`src/rtl/ce_pkg.sv`:
```
package ce_pkg;
    parameter int IDX_W = 16;
    parameter int AW    = 32;
    parameter int DW    = 32;
    parameter int RAW   = 8;

    typedef logic [IDX_W-1:0] idx_t;

    localparam logic [RAW-1:0] A_SRC_BASE = 8'h00;
    localparam logic [RAW-1:0] A_SRC_SIZE = 8'h04;
    localparam logic [RAW-1:0] A_DST_BASE = 8'h08;
    localparam logic [RAW-1:0] A_DST_SIZE = 8'h0C;
    localparam logic [RAW-1:0] A_CTRL     = 8'h10;
    localparam logic [RAW-1:0] A_CMD      = 8'h18;
    localparam logic [RAW-1:0] A_HOST_IE  = 8'h2C;
    localparam logic [RAW-1:0] A_HOST_IS  = 8'h30;
    localparam logic [RAW-1:0] A_MISC_IE  = 8'h34;
    localparam logic [RAW-1:0] A_MISC_IS  = 8'h38;
    localparam logic [RAW-1:0] A_SRC_WR   = 8'h3C;
    localparam logic [RAW-1:0] A_DST_WR   = 8'h40;
    localparam logic [RAW-1:0] A_SRC_RD   = 8'h44;
    localparam logic [RAW-1:0] A_DST_RD   = 8'h48;
    localparam logic [RAW-1:0] A_SRC_WM   = 8'h4C;
    localparam logic [RAW-1:0] A_DST_WM   = 8'h50;

    typedef enum logic [3:0] {
        MV_IDLE, MV_SDESC0, MV_SDESC1, MV_DDESC0, MV_CHECK,
        MV_RD, MV_WR, MV_WB, MV_FIN
    } mv_state_t;

    typedef struct packed {
        logic [15:0] flags;
        logic [15:0] nbytes;
    } desc_meta_t;

    typedef struct packed {
        logic complete;
        logic maxlen;
        logic srclen;
        logic dstaddr;
        logic buserr;
    } mv_evt_t;

    function automatic idx_t ring_delta(idx_t mask, idx_t from_i, idx_t to_i);
        return (to_i - from_i) & mask;
    endfunction

    function automatic idx_t ring_next(idx_t mask, idx_t i);
        return (i + idx_t'(1)) & mask;
    endfunction

    function automatic logic [31:0] bswap32(logic [31:0] w);
        return {w[7:0], w[15:8], w[23:16], w[31:24]};
    endfunction
endpackage

```
`src/rtl/ce_ring_track.sv`:
```
module ce_ring_track
    import ce_pkg::*;
(
    input  logic clk,
    input  logic rst,
    input  idx_t size,
    input  logic wr_set,
    input  idx_t wr_val,
    input  logic adv,
    input  idx_t wm_lo,
    input  idx_t wm_hi,
    output idx_t wr_idx,
    output idx_t rd_idx,
    output idx_t occ,
    output logic ovf,
    output logic wm_hi_hit,
    output logic wm_lo_hit
);
    idx_t mask, new_occ, prev_occ;

    assign mask    = size - idx_t'(1);
    assign occ     = ring_delta(mask, rd_idx, wr_idx);
    assign new_occ = ring_delta(mask, rd_idx, wr_val);
    assign ovf     = wr_set && (new_occ < occ);

    assign wm_hi_hit = (occ > wm_hi) && (prev_occ <= wm_hi);
    assign wm_lo_hit = (occ < wm_lo) && (prev_occ >= wm_lo);

    always_ff @(posedge clk) begin
        if (rst) begin
            wr_idx   <= '0;
            rd_idx   <= '0;
            prev_occ <= '0;
        end else begin
            prev_occ <= occ;
            if (wr_set && !ovf)
                wr_idx <= wr_val & mask;
            if (adv)
                rd_idx <= ring_next(mask, rd_idx);
        end
    end
endmodule

```
`src/rtl/ce_mover.sv`:
```
module ce_mover
    import ce_pkg::*;
(
    input  logic          clk,
    input  logic          rst,
    input  logic          go,
    input  logic          halt,
    input  logic [AW-1:0] src_base,
    input  logic [AW-1:0] dst_base,
    input  idx_t          src_rd,
    input  idx_t          dst_rd,
    input  logic [15:0]   max_len,
    input  logic          swap_data,
    input  logic          swap_wb,
    output logic          mem_req,
    output logic          mem_we,
    output logic [AW-1:0] mem_addr,
    output logic [DW-1:0] mem_wdata,
    input  logic [DW-1:0] mem_rdata,
    input  logic          mem_err,
    output logic          idle,
    output logic          adv,
    output mv_evt_t       fin_evt
);
    mv_state_t     st;
    desc_meta_t    meta;
    logic [AW-1:0] sbuf, dbuf, sdesc, ddesc;
    logic          err_acc;
    logic [15:0]   widx, nwords;
    mv_evt_t       evt_q;

    assign sdesc  = src_base + (AW'(src_rd) << 3);
    assign ddesc  = dst_base + (AW'(dst_rd) << 3);
    assign nwords = 16'((17'(meta.nbytes) + 17'd3) >> 2);
    assign idle   = (st == MV_IDLE);
    assign adv    = (st == MV_FIN);
    assign fin_evt = evt_q;

    always_comb begin
        mem_req   = 1'b0;
        mem_we    = 1'b0;
        mem_addr  = '0;
        mem_wdata = '0;
        case (st)
            MV_SDESC0: begin mem_req = 1'b1; mem_addr = sdesc; end
            MV_SDESC1: begin mem_req = 1'b1; mem_addr = sdesc + AW'(4); end
            MV_DDESC0: begin mem_req = 1'b1; mem_addr = ddesc; end
            MV_RD: begin
                mem_req  = 1'b1;
                mem_addr = {sbuf[AW-1:2], 2'b00} + (AW'(widx) << 2);
            end
            MV_WR: begin
                mem_req   = !mem_err;
                mem_we    = !mem_err;
                mem_addr  = dbuf + (AW'(widx) << 2);
                mem_wdata = (swap_data || meta.flags[1]) ? bswap32(mem_rdata) : mem_rdata;
            end
            MV_WB: begin
                mem_req   = 1'b1;
                mem_we    = 1'b1;
                mem_addr  = ddesc + AW'(4);
                mem_wdata = swap_wb ? bswap32(meta) : meta;
            end
            default: ;
        endcase
    end

    always_ff @(posedge clk) begin
        if (rst) begin
            st      <= MV_IDLE;
            meta    <= '0;
            sbuf    <= '0;
            dbuf    <= '0;
            err_acc <= 1'b0;
            widx    <= '0;
            evt_q   <= '0;
        end else begin
            case (st)
                MV_IDLE: if (go && !halt) begin
                    st    <= MV_SDESC0;
                    evt_q <= '0;
                end
                MV_SDESC0: st <= MV_SDESC1;
                MV_SDESC1: begin
                    sbuf    <= mem_rdata;
                    err_acc <= mem_err;
                    st      <= MV_DDESC0;
                end
                MV_DDESC0: begin
                    meta    <= mem_rdata;
                    err_acc <= err_acc | mem_err;
                    st      <= MV_CHECK;
                end
                MV_CHECK: begin
                    dbuf <= mem_rdata;
                    widx <= '0;
                    st   <= MV_FIN;
                    if (err_acc || mem_err)          evt_q.buserr  <= 1'b1;
                    else if (meta.nbytes == 16'd0)   evt_q.srclen  <= 1'b1;
                    else if (meta.nbytes > max_len)  evt_q.maxlen  <= 1'b1;
                    else if (mem_rdata[1:0] != 2'b0) evt_q.dstaddr <= 1'b1;
                    else                             st <= MV_RD;
                end
                MV_RD: st <= MV_WR;
                MV_WR: begin
                    if (mem_err) begin
                        evt_q.buserr <= 1'b1;
                        st           <= MV_FIN;
                    end else begin
                        widx <= widx + 16'd1;
                        st   <= (widx + 16'd1 == nwords) ? MV_WB : MV_RD;
                    end
                end
                MV_WB: begin
                    evt_q.complete <= !meta.flags[0];
                    st             <= MV_FIN;
                end
                MV_FIN:  st <= MV_IDLE;
                default: st <= MV_IDLE;
            endcase
        end
    end
endmodule

```
`src/rtl/ring_copy_engine.sv`:
```
module ring_copy_engine
    import ce_pkg::*;
(
    input  logic           clk,
    input  logic           rst,
    input  logic           reg_wr,
    input  logic [RAW-1:0] reg_addr,
    input  logic [31:0]    reg_wdata,
    output logic [31:0]    reg_rdata,
    output logic           mem_req,
    output logic           mem_we,
    output logic [AW-1:0]  mem_addr,
    output logic [DW-1:0]  mem_wdata,
    input  logic [DW-1:0]  mem_rdata,
    input  logic           mem_err,
    output logic           irq
);
    logic [AW-1:0] src_base_q, dst_base_q;
    idx_t          src_size_q, dst_size_q;
    logic [17:0]   ctrl_q;
    logic          halt_q;
    logic [4:0]    host_ie_q, host_is_q;
    logic [5:0]    misc_ie_q, misc_is_q;
    logic [31:0]   src_wm_q, dst_wm_q;

    idx_t    src_wr_idx, src_rd_idx, src_occ, dst_wr_idx, dst_rd_idx, dst_occ;
    logic    src_ovf, src_hi, src_lo, dst_ovf, dst_hi, dst_lo;
    logic    mv_idle, mv_adv, halt_stat;
    mv_evt_t mv_evt;
    logic [4:0] host_set, host_clr;
    logic [5:0] misc_set, misc_clr;

    ce_ring_track u_src_ring (
        .clk(clk), .rst(rst), .size(src_size_q),
        .wr_set(reg_wr && reg_addr == A_SRC_WR), .wr_val(reg_wdata[IDX_W-1:0]),
        .adv(mv_adv), .wm_lo(idx_t'(src_wm_q[31:16])), .wm_hi(idx_t'(src_wm_q[15:0])),
        .wr_idx(src_wr_idx), .rd_idx(src_rd_idx), .occ(src_occ),
        .ovf(src_ovf), .wm_hi_hit(src_hi), .wm_lo_hit(src_lo)
    );

    ce_ring_track u_dst_ring (
        .clk(clk), .rst(rst), .size(dst_size_q),
        .wr_set(reg_wr && reg_addr == A_DST_WR), .wr_val(reg_wdata[IDX_W-1:0]),
        .adv(mv_adv), .wm_lo(idx_t'(dst_wm_q[31:16])), .wm_hi(idx_t'(dst_wm_q[15:0])),
        .wr_idx(dst_wr_idx), .rd_idx(dst_rd_idx), .occ(dst_occ),
        .ovf(dst_ovf), .wm_hi_hit(dst_hi), .wm_lo_hit(dst_lo)
    );

    ce_mover u_mover (
        .clk(clk), .rst(rst),
        .go(src_occ != '0 && dst_occ != '0), .halt(halt_q),
        .src_base(src_base_q), .dst_base(dst_base_q),
        .src_rd(src_rd_idx), .dst_rd(dst_rd_idx),
        .max_len(ctrl_q[15:0]), .swap_data(ctrl_q[16]), .swap_wb(ctrl_q[17]),
        .mem_req(mem_req), .mem_we(mem_we), .mem_addr(mem_addr), .mem_wdata(mem_wdata),
        .mem_rdata(mem_rdata), .mem_err(mem_err),
        .idle(mv_idle), .adv(mv_adv), .fin_evt(mv_evt)
    );

    assign halt_stat = halt_q && mv_idle;
    assign host_set  = {dst_lo, dst_hi, src_lo, src_hi, mv_adv && mv_evt.complete};
    assign misc_set  = {mv_adv && mv_evt.buserr, mv_adv && mv_evt.dstaddr,
                        mv_adv && mv_evt.srclen, mv_adv && mv_evt.maxlen,
                        dst_ovf, src_ovf};
    assign host_clr  = (reg_wr && reg_addr == A_HOST_IS) ? reg_wdata[4:0]  : '0;
    assign misc_clr  = (reg_wr && reg_addr == A_MISC_IS) ? reg_wdata[10:5] : '0;
    assign irq       = (|(host_is_q & host_ie_q)) || (|(misc_is_q & misc_ie_q));

    always_ff @(posedge clk) begin
        if (rst) begin
            src_base_q <= '0; dst_base_q <= '0;
            src_size_q <= '0; dst_size_q <= '0;
            ctrl_q     <= '0; halt_q     <= 1'b0;
            host_ie_q  <= '0; host_is_q  <= '0;
            misc_ie_q  <= '0; misc_is_q  <= '0;
            src_wm_q   <= '0; dst_wm_q   <= '0;
        end else begin
            host_is_q <= (host_is_q & ~host_clr) | host_set;
            misc_is_q <= (misc_is_q & ~misc_clr) | misc_set;
            if (reg_wr) begin
                case (reg_addr)
                    A_SRC_BASE: src_base_q <= reg_wdata;
                    A_SRC_SIZE: src_size_q <= reg_wdata[IDX_W-1:0];
                    A_DST_BASE: dst_base_q <= reg_wdata;
                    A_DST_SIZE: dst_size_q <= reg_wdata[IDX_W-1:0];
                    A_CTRL:     ctrl_q     <= reg_wdata[17:0];
                    A_CMD:      halt_q     <= reg_wdata[0];
                    A_HOST_IE:  host_ie_q  <= reg_wdata[4:0];
                    A_MISC_IE:  misc_ie_q  <= reg_wdata[10:5];
                    A_SRC_WM:   src_wm_q   <= reg_wdata;
                    A_DST_WM:   dst_wm_q   <= reg_wdata;
                    default: ;
                endcase
            end
        end
    end

    always_comb begin
        reg_rdata = '0;
        case (reg_addr)
            A_SRC_BASE: reg_rdata = src_base_q;
            A_SRC_SIZE: reg_rdata = 32'(src_size_q);
            A_DST_BASE: reg_rdata = dst_base_q;
            A_DST_SIZE: reg_rdata = 32'(dst_size_q);
            A_CTRL:     reg_rdata = 32'(ctrl_q);
            A_CMD:      reg_rdata = {28'b0, halt_stat, 2'b00, halt_q};
            A_HOST_IE:  reg_rdata = 32'(host_ie_q);
            A_HOST_IS:  reg_rdata = 32'(host_is_q);
            A_MISC_IE:  reg_rdata = {21'b0, misc_ie_q, 5'b0};
            A_MISC_IS:  reg_rdata = {21'b0, misc_is_q, 5'b0};
            A_SRC_WR:   reg_rdata = 32'(src_wr_idx);
            A_DST_WR:   reg_rdata = 32'(dst_wr_idx);
            A_SRC_RD:   reg_rdata = 32'(src_rd_idx);
            A_DST_RD:   reg_rdata = 32'(dst_rd_idx);
            A_SRC_WM:   reg_rdata = src_wm_q;
            A_DST_WM:   reg_rdata = dst_wm_q;
            default: ;
        endcase
    end
endmodule

```
`config.mk`:
```
export PLATFORM = sky130hd
export DESIGN_NAME = ring_copy_engine
export DESIGN_NICKNAME = d
export VERILOG_FILES = /design/src/rtl/ce_pkg.sv /design/src/rtl/ce_ring_track.sv /design/src/rtl/ce_mover.sv /design/src/rtl/ring_copy_engine.sv
export SDC_FILE = /design/constraint.sdc
export NUM_CORES = 2
export LEC_CHECK = 0
export ABC_AREA = 0
export BUFFER_PORTS_ARGS = -buffer_cell sky130_fd_sc_hd__clkbuf_2
export CORE_UTILIZATION = 35
export CTS_CLUSTER_SIZE = 14
export DETAILED_ROUTE_END_ITERATION = 10
export GPL_ROUTABILITY_DRIVEN = 0
export HOLD_SLACK_MARGIN = 0.08
export MAX_ROUTING_LAYER = met4
export PLACE_DENSITY = 0.48
export RECOVER_POWER = 100
export SETUP_SLACK_MARGIN = 0.02
export SLEW_MARGIN = 0
export SYNTH_ARGS = -nofsm -noshare
export SYNTH_HDL_FRONTEND = slang
export SYNTH_SLANG_ARGS = --single-unit
```
`constraint.sdc`:
```
create_clock -name clk -period 14.2 [get_ports clk]
set_input_delay 1.42 -clock clk [delete_from_list [all_inputs] [get_ports clk]]
set_output_delay 1.42 -clock clk [all_outputs]
set_load 0.05 [all_outputs]
```
Yosys cells after proc, flatten, opt, wreduce, memory -nomap -nowiden. Index checks and enable logic that the tools add are counted.

Word-level logic and storage cells: 199. Input port bits: 76. Flip-flop bits (word level): 419. Output and inout bits: 99.

Equality and inequality tests: 34. Bitwise logic cells: 17. Multiplexer cells: 33. Add/sub/neg operators: 16. Reduce and logical (&&, ||, !) cells: 58. Magnitude comparators: 11.

Operators by type and width (number): case mux 32 bit (16 select lines) (1); case mux 32 bit (6 select lines) (1); bitwise AND 16 bit (8); adder 32 x 18 -> 32 bit (2); adder 32 x 19 -> 32 bit (2); adder 32 x 3 -> 32 bit (second input constant) (2); less-than comparator 16 bit (4); two-way mux 32 bit (2); case mux 32 bit (2 select lines) (1); subtractor 16 bit (4); adder 16 x 1 -> 16 bit (second input constant) (3); > comparator 16 bit (3); == test 8 x 6 -> 1 bit (second input constant) (5); == test 8 x 7 -> 1 bit (second input constant) (5); >= comparator 16 bit (2); less-or-equal comparator 16 bit (2); case mux 16 bit (2 select lines) (1); case mux 4 bit (8 select lines) (1); nonzero test 16 bit (2); subtractor 16 x 1 -> 16 bit (second input constant) (2); two-way mux 4 bit (6); AND reduction 2 bit (12); logical AND 1 bit (20); adder 16 x 2 -> 17 bit (second input constant) (1); other kinds (38) (77).

Depth between registers and ports, before layout.
Depth in word-level cells: 7. Mapped depth: 26. Gate-level depth less buffers: 24.

Modules after synthesis. A second synthesis with hierarchy kept.

Cell total of the unflattened synthesis: 4358. Area total of the unflattened synthesis: 32851.5 sq um.

By module, submodules not included: ce_mover (seq. area each 2402.3 sq um, area each 12100.4 sq um, cells each 1715, times used 1); ring_copy_engine (seq. area each 4023.9 sq um, area each 9058.7 sq um, cells each 1169, times used 1); ce_ring_track at u_dst_ring (seq. area each 960.9 sq um, area each 5964.5 sq um, cells each 781, times used 1); ce_ring_track at u_src_ring (seq. area each 960.9 sq um, area each 5728.0 sq um, cells each 693, times used 1).

Worst setup path after synthesis. OpenSTA, ideal clock, no wires.

Path type: reg2out. Start point: register u_mover.st[3]. End point: output port mem_addr[14]. Slack: 7.764 ns. Required time: 12.780 ns. Stages on the path, launching flop included: 22. Arrival time: 5.016 ns. Path buffers: 5. Cell sequence: dfxtp_1 -> buf_2 -> nor2_1 -> nand3_1 -> clkbuf_1 -> clkbuf_1 -> clkbuf_1 -> buf_1 -> nand2_1 -> nand2_1 -> ha_1 -> nor2b_1 -> o21a_1 -> o21ai_0 -> a21oi_1 -> o21ai_0 -> nand2_1 -> a21oi_1 -> o21bai_1 -> a21oi_1 -> xor2_1 -> o21ai_0.

Longest elaborated chain between the ends: 2. Elaborated cells on any way between the ends: 7. Classes of those cells: eq/ne (6); mux (1).

Ends and longest elaborated chain: from (decl) (RTL line ce_mover.sv:25) `mv_state_t st;`; from (signal assigned) (RTL line ce_mover.sv:111) `st <= (widx + 16'd1 == nwords) ? MV_WB : MV_RD;`; == test 4 x 3 -> 1 bit, or another cell as far along (RTL line ce_mover.sv:44) `case (st)`; case mux 32 bit (6 select lines) (*) (RTL line ce_mover.sv:44); to (decl) (RTL line ring_copy_engine.sv:12) `output logic [AW-1:0] mem_addr,`.

Mark *: on every way between the ends. The rest lies on a longest branch, timed or not.

Worst setup path after layout.
Start point: input port rst. End point: register u_mover.meta[18] (netlist name).

RTL lines: from (decl) (RTL line ring_copy_engine.sv:5) `input logic rst,`; to (signal assigned) (RTL line ce_mover.sv:90) `meta <= mem_rdata;`; to (decl) (RTL line ce_mover.sv:26) `desc_meta_t meta;`.

No word-level cell between the ends.

==> summary.md <==
| Metric | Value |
|---|---|
| IO Port Bufs | `174` |
| Antenna-violating nets left | `0` |
| Worst-margin pin slew | `3.830 ns` |
| Syn Std Cell Area | `30,870 um^2` |
| Fin area | `34,350 um^2` |
| Hold WC Path Type | `register to register` |
| Share of layout cells above drive strength 1 | `7.006%` |
| Post-layout min period | `9.889 ns` |
| Clock power share | `47.8%` |
| Mapped Cells | `4,133` |
| Synth Net Count | `4,502` |
| Levels on crit path | `5` |
| P&R area growth vs syn | `11.28%` |
| First-pass GRT wire length | `193.2 mm` |
| Ys Warns | `0` |
| Core ar. | `87,020 um^2` |
| Count of final hold-check violations | `0` |
| CP Max Fanout | `90` |
| Nets | `4,556` |
| Hold_ws | `0.4527 ns` |
| Crit-path slowest cell | `clkbuf_1` |
| Leak | `13.42 nW` |
| Post-CTS sizing | `0` |
| Overall power | `2.908 mW` |
| Die area | `89,400 um^2` |
| Crit share post-route | `69.64%` |
| Max Slew Vio Count | `526` |
| Post-DR vias/cell | `5.753` |
| CP Launch Point | `rst` |
| Cts hold-fix bufs | `0` |
| Crit path buf inv count | `4` |
| Setup WS post-layout | `4.311 ns` |
| Hold path depth | `2` |
| Die Span Y | `299.0 um` |
| WS Path Type | `input pin to register` |
| Post-synthesis mux area share | `3.137%` |
| Max Freq | `101.1 MHz` |
| Worst-path clk slew | `0.06 ns` |
| Final Instance Count excl. Fillers | `5,384` |
| Setup tns final | `0 ns` |
| Crit-path cells | `clkbuf_1 > clkbuf_1 > clkbuf_1 > buf_4 > a21oi_1` |
| Largest net degree at the start of global routing | `91` |
| Total Routing Usage GR | `29.46%` |
| Crit path top cell by count | `clkbuf_1` |
| Simple-gate share of the synthesized area | `23.54%` |
| Max incr delay on CP | `2.56 ns` |
| Most frequent cells in the layout | `nand2_1 (826), a21oi_1 (451), dfxtp_1 (416)` |
| Vias in the first global route | `28,520` |
| Outcome | `complete, but fails checks` |
| Part of the power in registers | `41.6%` |
| Placed insts | `5,288` |
| CTS tree | `built` |
| H-tree levels | `2` |
| Clock Skews | `0.03162 ns` |
| Power Density | `84.65 nW/um^2` |
| Clock buffer depth | `3` |
| Largest delay contributor family on the critical path | `buffers and inverters` |
| Pre-CTS setup slack | `7.540 ns` |
| Initial Util | `35.48%` |
| Die Wd | `299.0 um` |
| Register area share after synthesis | `27.04%` |
| DP Area | `32,790 um^2` |
| Rel. slew slack | `-155.3%` |
| Combinational Power Share | `10.7%` |
| Setup Fix Bufs, Post-CTS | `0` |
| Clk sinks | `417` |
| Largest family of logic cells by synthesized area | `simple AND/OR/NAND/NOR gates` |
| Int Pwr | `2.106 mW` |
| Worst setup SP type | `input pin` |
| Synth Area in Compound Gates | `23.10%` |
| Post-layout util | `39.48%` |
| R2R Path Start | `u_dst_ring.rd_idx[1]` |
| FP Rows | `108` |
| Number of synthesized flops with an enable pin | `0` |
| Adder-Cell Fraction of Synth Area | `12.05%` |
| Avg Cell Area, Syn | `7.470 um^2` |
| DRC viols | `0` |
| RSZ-0062 raised after global routing | `false` |
| Cts bufs inserted | `52` |
| Worst-skew pair later-pin latency | `0.63 ns` |
| Max-cap check violation count | `9` |
| CP Capture Type | `register` |
| Sw Share | `27.58%` |
| Flop2flop setup slack | `7.50 ns` |
| Worst Setup EP | `u_mover.meta[18]` |
| Failing checks | `max-capacitance violations, max-slew violations` |
| Via count | `30,970` |
| Synth Register Bits | `417` |
| Dpl hpwl | `101.1 mm` |
| Worst Reg-to-Reg Cells | `23` |
| Async S/R FF share, synth | `0%` |
| Initial DRC Count | `3,374` |
| Post-synth cell types | `92` |
| Post-synthesis xor/xnor area fraction | `5.929%` |
| Maximum VDD drop | `0.08350 mV` |
| DR pass1 iterations | `6` |
| Switching power | `802.1 uW` |
| Boundary pin count | `175` |
| Count of final setup violators | `0` |
| Worst path arrival time | `10.32 ns` |
| Primary FF master, synth | `dfxtp_1` |
| Clock Tree Root | `clkbuf_16` |
| Crit Reg-Reg Endpoint | `u_dst_ring.wr_idx[1]` |
| Antenna violations before repair | `2` |
| Final WL | `132.1 mm` |
| Routed len/inst | `24.54 um` |
| Critical path required time | `14.63 ns` |
| Total grt overflow | `0` |
| Most common cell after layout, fill and taps aside | `nand2_1` |
-- metal layers --
| metal | vias up | wire length [um] | global-route usage (%) |
|---|---|---|---|
| met2 | 1076 | 57010 | 43.28 |
| met4 | 0 | 3559 | 7.580 |
| met5 | - | 0 | - |
| met3 | 167 | 9117 | 4.079 |
| met1 | 14930 | 62430 | 41.96 |
| li1 | 14800 | - | - |
-- logic make-up (layout without fill, tap and decap cells) --
| group | Yosys count | after routing |
|---|---|---|
| buffers and inverters | 419 | 511 |
| XOR/XNOR | 209 | 209 |
| flip-flops | 417 | 417 |
| other | 0 | 4 |
| adder cells (fa/ha/maj) | 293 | 293 |
| multiplexers | 96 | 96 |
| AND/OR/NAND/NOR | 1592 | 1592 |
| AO/OA/AOI/OAI | 1107 | 1107 |
-- state kept, by name (all words and copies together), names as in the netlist, 18 cells and up --
register / cells
ctrl_q: 18
u_mover.meta: 32
u_mover.sbuf: 30
dst_base_q: 32
u_mover.dbuf: 32
src_wm_q: 32
src_base_q: 32
dst_wm_q: 32
-- final cells by class --
class / count / area (um^2)
antenna: 4 / 10.01
tap: 1155 / 1445
clock inverter: 19 / 229.0
inverter: 190 / 713.2
fill: 9312 / 52670
sequential: 417 / 8349
multi-input combinational: 3297 / 20980
timing repair buffer: 229 / 1114
clock buffer: 73 / 1511
-- worst reg2reg max path, delay by kind of cell, from the launching register on --
| family | cells | cell delay (ns) |
|---|---|---|
| AO/OA/AOI/OAI | 13 | 3.14 |
| buffers and inverters | 2 | 1.21 |
| AND/OR/NAND/NOR | 6 | 0.81 |
| adder cells (fa/ha/maj) | 2 | 0.63 |
| flip-flops | 1 | 0.61 |
-- synth_stat cells (all sizes together), types with 28 or more instances --
library cell,n,area [um^2]
a21oi,453,2275
o21a,32,240.2
mux2i,90,900.9
or3b,37,324.1
nand3,114,570.6
xnor2,124,1086
clkbuf,201,754.5
o21ai,129,653.1
a222oi,28,280.3
xor2,85,744.5
inv,190,713.2
nor3,64,325.3
buf,28,141.4
a211oi,40,310.3
o211ai,30,240.2
dfxtp,417,8348
o22ai,42,262.8
nand2b,39,244.0
nand2,827,3104
nand4,45,281.5
a221oi,42,380.4
a21o,94,706.9
a22oi,66,495.5
ha,286,3578
nor2b,38,237.7
nor2,247,929.7
and3,43,271.5
-- power by group through the flow --
stage / combinational (mW) / clock [mW] / sequential (mW)
2_1_floorplan: 0.200 / 0 / 1.22
3_3_place_gp: 0.306 / 0 / 1.23
3_5_place_dp: 0.305 / 0 / 1.23
4_1_cts: 0.307 / 1.41 / 1.21
5_1_grt: 0.335 / 1.46 / 1.21
6_report: 0.310 / 1.39 / 1.21
-- worst min path at each step --
stage,start,end,slack (ns)
after CTS,u_mover.dbuf[30],u_mover.dbuf[30],0.45
final,u_mover.dbuf[30],u_mover.dbuf[30],0.45
after detailed placement,u_mover.dbuf[30],u_mover.dbuf[30],0.45
after floorplan,u_mover.dbuf[18],u_mover.dbuf[18],0.44
after global placement,u_mover.dbuf[18],u_mover.dbuf[18],0.44
after global routing,u_mover.dbuf[1],u_mover.dbuf[1],0.47
(Power assumes the default switching activity.)
